--- src/rtl/trig_evt_pkg.sv ---
package trig_evt_pkg;

    typedef enum logic [1:0] {
        EDGE_RISE  = 2'd0,
        EDGE_FALL  = 2'd1,
        EDGE_BOTH  = 2'd2,
        EDGE_LEVEL = 2'd3
    } edge_mode_e;

    typedef enum logic [1:0] {
        CH_IDLE  = 2'd0,
        CH_PRIME = 2'd1,
        CH_ARMED = 2'd2
    } ch_state_e;

    localparam int MODE_W = 2;

endpackage

--- src/rtl/trig_sync.sv ---
module trig_sync #(
    parameter int WIDTH = 14
) (
    input  logic             clk,
    input  logic             rst_n,
    input  logic [WIDTH-1:0] async_i,
    output logic [WIDTH-1:0] sync_o
);

    logic [WIDTH-1:0] stage1_q;
    logic [WIDTH-1:0] stage2_q;

    always_ff @(posedge clk or negedge rst_n) begin
        if (!rst_n) begin
            stage1_q <= '0;
            stage2_q <= '0;
        end else begin
            stage1_q <= async_i;
            stage2_q <= stage1_q;
        end
    end

    assign sync_o = stage2_q;

endmodule

--- src/rtl/trig_sel_mux.sv ---
module trig_sel_mux #(
    parameter int NUM_EXT = 14,
    localparam int NUM_SRC = NUM_EXT + 2,
    localparam int SEL_W = $clog2(NUM_SRC)
) (
    input  logic [NUM_EXT-1:0] ext_sync_i,
    input  logic [SEL_W-1:0]   sel_i,
    output logic               src_o
);

    logic [NUM_SRC-1:0] src_vec;

    // index 0 tied low, index 1 tied high, externals from index 2 upward
    assign src_vec = {ext_sync_i, 1'b1, 1'b0};

    always_comb begin
        src_o = 1'b0;
        if (int'(sel_i) < NUM_SRC) begin
            src_o = src_vec[sel_i];
        end
    end

endmodule

--- src/rtl/edge_chan.sv ---
module edge_chan
    import trig_evt_pkg::*;
(
    input  logic              clk,
    input  logic              rst_n,
    input  logic              en_i,
    input  logic              src_i,
    input  logic [MODE_W-1:0] mode_i,
    input  logic              cmd_set_i,
    output logic              evt_o,
    output logic              pend_o
);

    ch_state_e  state_q;
    ch_state_e  state_d;
    edge_mode_e mode;
    logic       prev_q;
    logic       hw_hit;
    logic       armed;

    assign mode  = edge_mode_e'(mode_i);
    assign armed = (state_q == CH_ARMED);

    // state register
    always_ff @(posedge clk or negedge rst_n) begin
        if (!rst_n) begin
            state_q <= CH_IDLE;
        end else begin
            state_q <= state_d;
        end
    end

    // transitions: enable, settle, hold, drop
    always_comb begin
        state_d = state_q;
        unique case (state_q)
            CH_IDLE:  state_d = en_i ? CH_PRIME : CH_IDLE;
            CH_PRIME: state_d = en_i ? CH_ARMED : CH_IDLE;
            CH_ARMED: state_d = en_i ? CH_ARMED : CH_IDLE;
            default:  state_d = CH_IDLE;
        endcase
    end

    always_comb begin
        hw_hit = 1'b0;
        unique case (mode)
            EDGE_RISE:  hw_hit = src_i & ~prev_q;
            EDGE_FALL:  hw_hit = ~src_i & prev_q;
            EDGE_BOTH:  hw_hit = src_i ^ prev_q;
            EDGE_LEVEL: hw_hit = src_i;
            default:    hw_hit = 1'b0;
        endcase
    end

    // outputs and data registers
    always_ff @(posedge clk or negedge rst_n) begin
        if (!rst_n) begin
            prev_q <= 1'b0;
            evt_o  <= 1'b0;
            pend_o <= 1'b0;
        end else if (!en_i) begin
            prev_q <= 1'b0;
            evt_o  <= 1'b0;
            pend_o <= 1'b0;
        end else begin
            prev_q <= src_i;
            evt_o  <= armed && (hw_hit || pend_o);
            pend_o <= (pend_o && !armed) || cmd_set_i;
        end
    end


    disabled_quiet_chk: assert property (@(posedge clk) disable iff (!rst_n)
        !en_i |=> (!evt_o && !pend_o));


    prime_quiet_chk: assert property (@(posedge clk) disable iff (!rst_n)
        (state_q == CH_PRIME) |=> !evt_o);


    cmd_take_chk: assert property (@(posedge clk) disable iff (!rst_n)
        (pend_o && armed && en_i) |=> evt_o);


    cmd_clear_chk: assert property (@(posedge clk) disable iff (!rst_n)
        (pend_o && armed && en_i && !cmd_set_i) |=> !pend_o);


    rise_low_quiet_chk: assert property (@(posedge clk) disable iff (!rst_n)
        (armed && en_i && mode == EDGE_RISE && !src_i && !pend_o) |=> !evt_o);


    level_follow_chk: assert property (@(posedge clk) disable iff (!rst_n)
        (armed && en_i && mode == EDGE_LEVEL && src_i) |=> evt_o);

endmodule

--- src/rtl/trig_event_unit.sv ---
module trig_event_unit
    import trig_evt_pkg::*;
#(
    parameter int NUM_EXT = 14,
    parameter int NUM_FN  = 5,
    localparam int SEL_W  = $clog2(NUM_EXT + 2)
) (
    input  logic                      clk,
    input  logic                      rst_n,
    input  logic                      en_i,
    input  logic [NUM_EXT-1:0]        ext_trig_i,
    input  logic [NUM_FN*SEL_W-1:0]   sel_i,
    input  logic [NUM_FN*MODE_W-1:0]  edge_i,
    input  logic [NUM_FN-1:0]         cmd_set_i,
    output logic [NUM_FN-1:0]         evt_o,
    output logic [NUM_FN-1:0]         cmd_pend_o
);

    logic [NUM_EXT-1:0] ext_sync;
    logic [NUM_FN-1:0]  fn_src;

    trig_sync #(.WIDTH(NUM_EXT)) u_sync (
        .clk     (clk),
        .rst_n   (rst_n),
        .async_i (ext_trig_i),
        .sync_o  (ext_sync)
    );

    for (genvar k = 0; k < NUM_FN; k++) begin : g_fn
        trig_sel_mux #(.NUM_EXT(NUM_EXT)) u_mux (
            .ext_sync_i (ext_sync),
            .sel_i      (sel_i[k*SEL_W +: SEL_W]),
            .src_o      (fn_src[k])
        );

        edge_chan u_chan (
            .clk       (clk),
            .rst_n     (rst_n),
            .en_i      (en_i),
            .src_i     (fn_src[k]),
            .mode_i    (edge_i[k*MODE_W +: MODE_W]),
            .cmd_set_i (cmd_set_i[k]),
            .evt_o     (evt_o[k]),
            .pend_o    (cmd_pend_o[k])
        );
    end

endmodule

--- config.mk ---
export PLATFORM = sky130hd
export DESIGN_NAME = trig_event_unit
export DESIGN_NICKNAME = d
export VERILOG_FILES = /design/src/rtl/trig_evt_pkg.sv /design/src/rtl/trig_sync.sv /design/src/rtl/trig_sel_mux.sv /design/src/rtl/edge_chan.sv /design/src/rtl/trig_event_unit.sv
export SDC_FILE = /design/constraint.sdc
export NUM_CORES = 1
export LEC_CHECK = 0
export ABC_AREA = 1
export BUFFER_PORTS_ARGS = -buffer_cell sky130_fd_sc_hd__buf_2
export CORE_ASPECT_RATIO = 0.9
export CORE_MARGIN = 3
export CORE_UTILIZATION = 30
export DETAILED_ROUTE_END_ITERATION = 10
export GPL_TIMING_DRIVEN = 0
export PLACE_DENSITY = 0.58
export SLEW_MARGIN = 30
export SYNTH_ARGS = -nofsm -noshare
export SYNTH_HDL_FRONTEND = slang
export SYNTH_SLANG_ARGS = --single-unit
export TNS_END_PERCENT = 1
--- constraint.sdc ---
create_clock -name clk -period 2 [get_ports clk]
set_input_delay 0.3 -clock clk [delete_from_list [all_inputs] [get_ports clk]]
set_output_delay 0.3 -clock clk [all_outputs]
set_load 0.05 [all_outputs]
== Word level (Yosys, flattened, before mapping) ==
Index checks and enable logic that the tools add are counted.
Operators by class
  magnitude comparators: 5
  eq/ne operators: 25
  mux-type cells: 37
  bitwise gates (word level): 25
  reductions and logical operators: 40
Operators with widths (number)
  2-bit equality test (second input constant): 15
  4-bit by 5-bit < comparator with 1-bit output (second input constant): 5
  1-bit two-way mux: 21
  1-bit binary-select mux with 4-bit select: 5
  2-bit by 1-bit equality test with 1-bit output (second input constant): 10
  2-bit zero test: 10
  1-bit one-hot mux with 4 select lines: 5
  2-bit one-hot mux with 2 select lines: 5
  1-bit bitwise AND: 10
  1-bit logical AND: 10
  1-bit logical OR: 10
  1-bit NOT: 10
  2-bit OR reduction: 5
  1-bit zero test: 5
  1-bit XOR: 5
  2-bit two-way mux: 1
Storage, ports and cells
  bits in registers: 53
  input port bits: 52
  output and inout port bits: 10
  word-level logic and storage cells: 154

== Longest topological paths before layout ==
  depth after elaboration: 8
  mapped depth: 14
  gate-level depth less buffers: 13

== Hierarchy ==
A second synthesis with hierarchy kept.
Unflattened totals
  cells, all modules: 408
  area, all modules: 3078.0 µm²
By module, submodules not included
  edge_chan: times used 5, cells each 35, area each 292.8 µm², sequential area each 125.1 µm²
  trig_sel_mux: times used 5, cells each 41, area each 182.7 µm², sequential area each 0.0 µm²
  trig_sync: times used 1, cells each 28, area each 700.7 µm², sequential area each 700.7 µm²

== Least setup slack after synthesis ==
Ideal clock, no wire load.
  path type: in2reg
  start: in sel_i[4]
  end: reg g_fn[1].u_chan.evt_o
  library setup time: 0.113 ns
  data arrival time: 1.452 ns
  required time: 1.887 ns
  setup slack: 0.436 ns
  cell stages on the path: 14
  buffers on the path: 1
  path through: buf_4 > inv_2 > nand2_1 > nand3_1 > nand2_1 > nand2_1 > nand3_1 > nand2_1 > inv_1 > ha_1 > a31oi_1 > nand4_1 > nand2_1 > inv_1
On the way
  longest elaborated chain between the ends: 8
  elaborated cells on any way between the ends: 10
  classes of those cells: mux (4); bitwise (4); reduce/logical (2)
Ends and longest elaborated chain
  from (decl): RTL line trig_event_unit.sv:12  | input logic [NUM_FN*SEL_W-1:0] sel_i,
  1-bit binary-select mux with 4-bit select *: RTL line trig_sel_mux.sv:19  | src_o = src_vec[sel_i];
  1-bit two-way mux (implied by the code) *: RTL line trig_sel_mux.sv:19
  1-bit NOT: RTL line edge_chan.sv:48  | EDGE_FALL: hw_hit = ~src_i & prev_q;
  1-bit bitwise AND: RTL line edge_chan.sv:48
  1-bit one-hot mux with 4 select lines *: RTL line edge_chan.sv:46  | unique case (mode)
  1-bit logical OR *: RTL line edge_chan.sv:67  | evt_o <= armed && (hw_hit || pend_o);
  1-bit logical AND *: RTL line edge_chan.sv:67
  1-bit two-way mux *: RTL line edge_chan.sv:61  | end else if (!en_i) begin
  to (signal assigned): RTL line edge_chan.sv:67
  to (decl): RTL line edge_chan.sv:10  | output logic evt_o,
Mark *: on every way between the ends. The rest lies on a longest branch, timed or not. The select of a mux whose other input is x is not followed.

== Worst setup path in the final report ==
  start: reg u_sync.stage2_q[13], in the netlist u_sync.sync_o[13]
  end: reg g_fn[3].u_chan.evt_o
On the way
  longest elaborated chain between the ends: 8
  elaborated cells on any way between the ends: 10
  classes of those cells: mux (4); bitwise (4); reduce/logical (2)
Ends and longest elaborated chain
  from (decl): RTL line trig_sync.sv:11  | logic [WIDTH-1:0] stage2_q;
  from (signal assigned): RTL line trig_sync.sv:19  | stage2_q <= stage1_q;
  1-bit binary-select mux with 4-bit select *: RTL line trig_sel_mux.sv:19
  1-bit two-way mux (implied by the code) *: RTL line trig_sel_mux.sv:19
  1-bit NOT: RTL line edge_chan.sv:48
  1-bit bitwise AND: RTL line edge_chan.sv:48
  1-bit one-hot mux with 4 select lines *: RTL line edge_chan.sv:46
  1-bit logical OR *: RTL line edge_chan.sv:67
  1-bit logical AND *: RTL line edge_chan.sv:67
  1-bit two-way mux *: RTL line edge_chan.sv:61
  to (signal assigned): RTL line edge_chan.sv:67
  to (decl): RTL line edge_chan.sv:10
Marked as above.

==> summary.txt <==
Power
  – Sequential share of power: roughly 50%
  – Int Pwr: 1.65 mW
  – Power, Total: between 2 and 2.5 mW
  – PwrDens: 694 mW/mm²
  – Clk pwr share: 26.3%
  – Max rail drop VDD: 309 µV
  – Sw Pwr: about 0.8 mW
  – Switching part of the total: 33.2%
  – Leak: 2.05 nW
  – Logic pwr share: 23.7%

Critical path
  – Max FO, Critical Path: 4
  – Worst setup SP type: flip-flop
  – Reg2reg start: u_sync.sync_o[13]
  – Reg2reg end: g_fn[3].u_chan.evt_o
  – Crit-path slowest cell: dfrtp_1
  – Worst endpoint required time: 2.22 ns
  – Most used cell, CP: inv_1
  – FF-to-FF path depth: 13
  – Critical path data arrival time: just over 2 ns
  – Setup CP Type: reg2reg
  – CP cell instances: inv_1 > nand3_1 > nand2_1 > inv_1 > nand3_1 > nand3_1 > nand2_1 > inv_1 > ha_1 > a31oi_1 > nand4_1 > nand2_1 > inv_1
  – Reg-to-reg setup timing slack: 0.21 ns
  – Critical Path End Type: flip-flop
  – Delay of the slowest critical-path stage: 0.39 ns

STA
  – Setup Skew: around 0.0062 ns
  – Fin crit share: 89.7%
  – Final setup viols: 0
  – Min cycle time layout: 1.79 ns
  – RSZ-0062 raised after global routing: no
  – Worst slew pin tran: 0.680 ns
  – Relative slew margins: 54.7%
  – Max Clock Freq: 0.558 GHz
  – Slew Limit Fails: 0
  – Final Hold Fails: 1
  – Hold WS: -0.00187 ns
  – Setup TNS: 0 ns

Final layout
  – Final Instance Area: approximately 0.0036 mm²
  – Synthesis-to-finish area growth: 17.7%
  – Layout filler cell count: 1024
  – Reg area: 0.00133 mm²
  – Layout cell share with drive strength beyond 1: 20.6%
  – Final nets: roughly 520
  – Post-layout util: roughly 37%
  – Multi-input logic area: 0.00127 mm²

Place
  – Dpl cell area: 0.00347 mm²
  – Port bufs: between 50 and 60
  – HPWL Detailed: 5250 µm
  – Placer congestion estimate: 0.890

Global route
  – Vias in the first global route: 2432
  – Gr usage total: 12.8%
  – Largest net degree at the start of global routing: 54
  – GRT Residual Overflow: 0
  – Initial antenna violation count: 1
  – First-pass GRT wire length: 11500 µm

Clocking
  – Clock tree buffer depth: 2
  – H-tree Lvls: 2
  – CTS buffer count: 5
  – Clk slew on worst S/H paths: 0.11 ns
  – Post-cts resize count: 0
  – Root Driver: clkbuf_8
  – TritonCTS Sinks: 53
  – Setup Fix Bufs, Post-CTS: 0
  – Cts hold-fix bufs: 0
  – CTS tree: done
  – Skew-Pair Late Insertion Delay: 0.32 ns

Synthesis
  – Synthesized area per cell: 7.93 µm²
  – Synth area leaders: dfrtp_1, nand3_1, ha_1
  – Cell Area, Synth: 0.00303 mm²
  – Synth Register Bits: between 50 and 60
  – Top cell type by total area after synthesis: dfrtp_1
  – Seq/Total Area, Yosys: 43.8%
  – Distinct cell type count after synthesis: 18
  – Synthesized Nets: 459
  – Yosys warns: 0
  – Synth top area share: 43.8%
  – Synth Instances: roughly 380

Worst hold path
  – Hold crit path type: in2async

Die
  – Io pins: 62
  – Core Box Area: 0.00974 mm²
  – Die height: 101 µm
  – Chip Width: 112 µm
  – DIE AREA: ~0.011 mm²
  – Starting Density: 31.1%
  – Row count: 34

Detailed routing
  – Routed len/inst: 12.1 µm
  – Initial DRC Count: 114
  – ANT nets after route: 0
  – Via-to-Cell Ratio: 4.45
  – Total number of vias: 2552
  – Routed wire length: between 6000 and 7000 µm
  – Initial DRT Pass Iterations: 4
  – Drt drc: 0

Job
  – Max Cap Viol: 0

Run status
  – Failing checks: hold timing
  – Status: finished, violations left
==> synthesized netlist by cell type (all sizes together) <==
master   n
a21oi    5
a31oi    5
buf     15
clkbuf   1
clkinv   1
dfrtp   53
ha      25
inv     84
nand2   77
nand3   73
nand3b  10
nand4    9
nor2    19
o21ai    5
==> cells in the final DEF (no fill, tap or decap), drive strengths merged <==
| master | instances |
|---|---|
| diode | 1 |
| a31oi | 5 |
| dfrtp | 53 |
| a21oi | 5 |
| clkinvlp | 1 |
| o21ai | 5 |
| clkbuf | 6 |
| nand4 | 9 |
| clkinv | 2 |
| nand2 | 77 |
| inv | 85 |
| nand3 | 73 |
| buf | 71 |
| ha | 25 |
| nor2 | 19 |
| nand3b | 10 |
==> power groups by stage <==
stage	Sequential [mW]	Clock (mW)	Combinational, mW
after floorplan	1.24	0	0.414
after global placement	1.26	0	0.570
after detailed placement	1.26	0	0.591
after CTS	1.24	0.689	0.596
after global routing	1.25	0.726	0.690
final	1.24	0.651	0.586
==> critical path, delay by kind of cell (launching register included) <==
family | cells | cell delay, ns
adder cells (fa/ha/maj) | 1 | 0.19
buffers and inverters | 4 | 0.30
flip-flops | 1 | 0.39
AND/OR/NAND/NOR | 7 | 0.67
AO/OA/AOI/OAI | 1 | 0.16
==> state kept, by name, summed over array words and instances (netlist names) <==
| signal | count |
|---|---|
| g_fn.u_chan.prev_q | 5 |
| u_sync.sync_o | 14 |
| g_fn.u_chan.pend_o | 5 |
| u_sync.stage1_q | 14 |
| g_fn.u_chan.evt_o | 5 |
| g_fn.u_chan.state_q | 10 |
==> metal layers <==
layer,GRT usage (%),vias to the layer above,routed length (µm)
met5,0,-,0
met4,3.93,0,116
met3,3.41,10,468
met2,20.9,66,3090
met1,16.7,1166,3240
li1,-,1310,-
==> per-stage QoR <==
| stage | hold slack [ns] | instances | worst slack [ns] |
|---|---|---|---|
| 2_1_floorplan | 0.00441 | 382 | 0.436 |
| 6_report | -0.00187 | 573 | 0.207 |
| 4_1_cts | 0.0470 | 572 | 0.196 |
| 3_3_place_gp | 0.332 | 564 | 0.239 |
| 3_5_place_dp | 0.335 | 564 | 0.205 |
| 5_1_grt | 0.0608 | 573 | 0.0265 |
==> area by class of cell <==
class | instances | area share (%)
clock buffers | 5 | 1.93
well taps | 126 | 4.42
inverters | 85 | 8.95
multi-input cells | 228 | 35.6
repair buffers | 56 | 7.93
plain buffers | 16 | 3.19
flip-flops and latches | 53 | 37.2
clock inverters | 3 | 0.702
diodes | 1 | 0.0702
==> worst max path at each step <==
| stage | from | endpoint | slack, ns | cells after the start |
|---|---|---|---|---|
| 4_1_cts | u_sync.sync_o[13] | g_fn[3].u_chan.evt_o | 0.20 | 13 |
| 6_report | u_sync.sync_o[13] | g_fn[3].u_chan.evt_o | 0.21 | 13 |
| 3_3_place_gp | u_sync.sync_o[13] | g_fn[3].u_chan.evt_o | 0.24 | 13 |
| 2_1_floorplan | sel_i[4] | g_fn[1].u_chan.evt_o | 0.44 | 14 |
| 3_5_place_dp | u_sync.sync_o[13] | g_fn[3].u_chan.evt_o | 0.20 | 13 |
| 5_1_grt | u_sync.sync_o[13] | g_fn[1].u_chan.evt_o | 0.03 | 13 |
==> logic make-up (layout without fill, tap and decap cells) <==
kind of cell	count (synthesis)	in the layout	synth area share (%)
and+or+nand+nor	188	188	28.9
buffers and inverters	101	165	14.3
DFF	53	53	43.8
adders and majority gates	25	25	10.3
AOI/OAI and AO/OA	15	15	2.69
other	0	1	0
No activity file was read; power rests on OpenSTA's default activity.
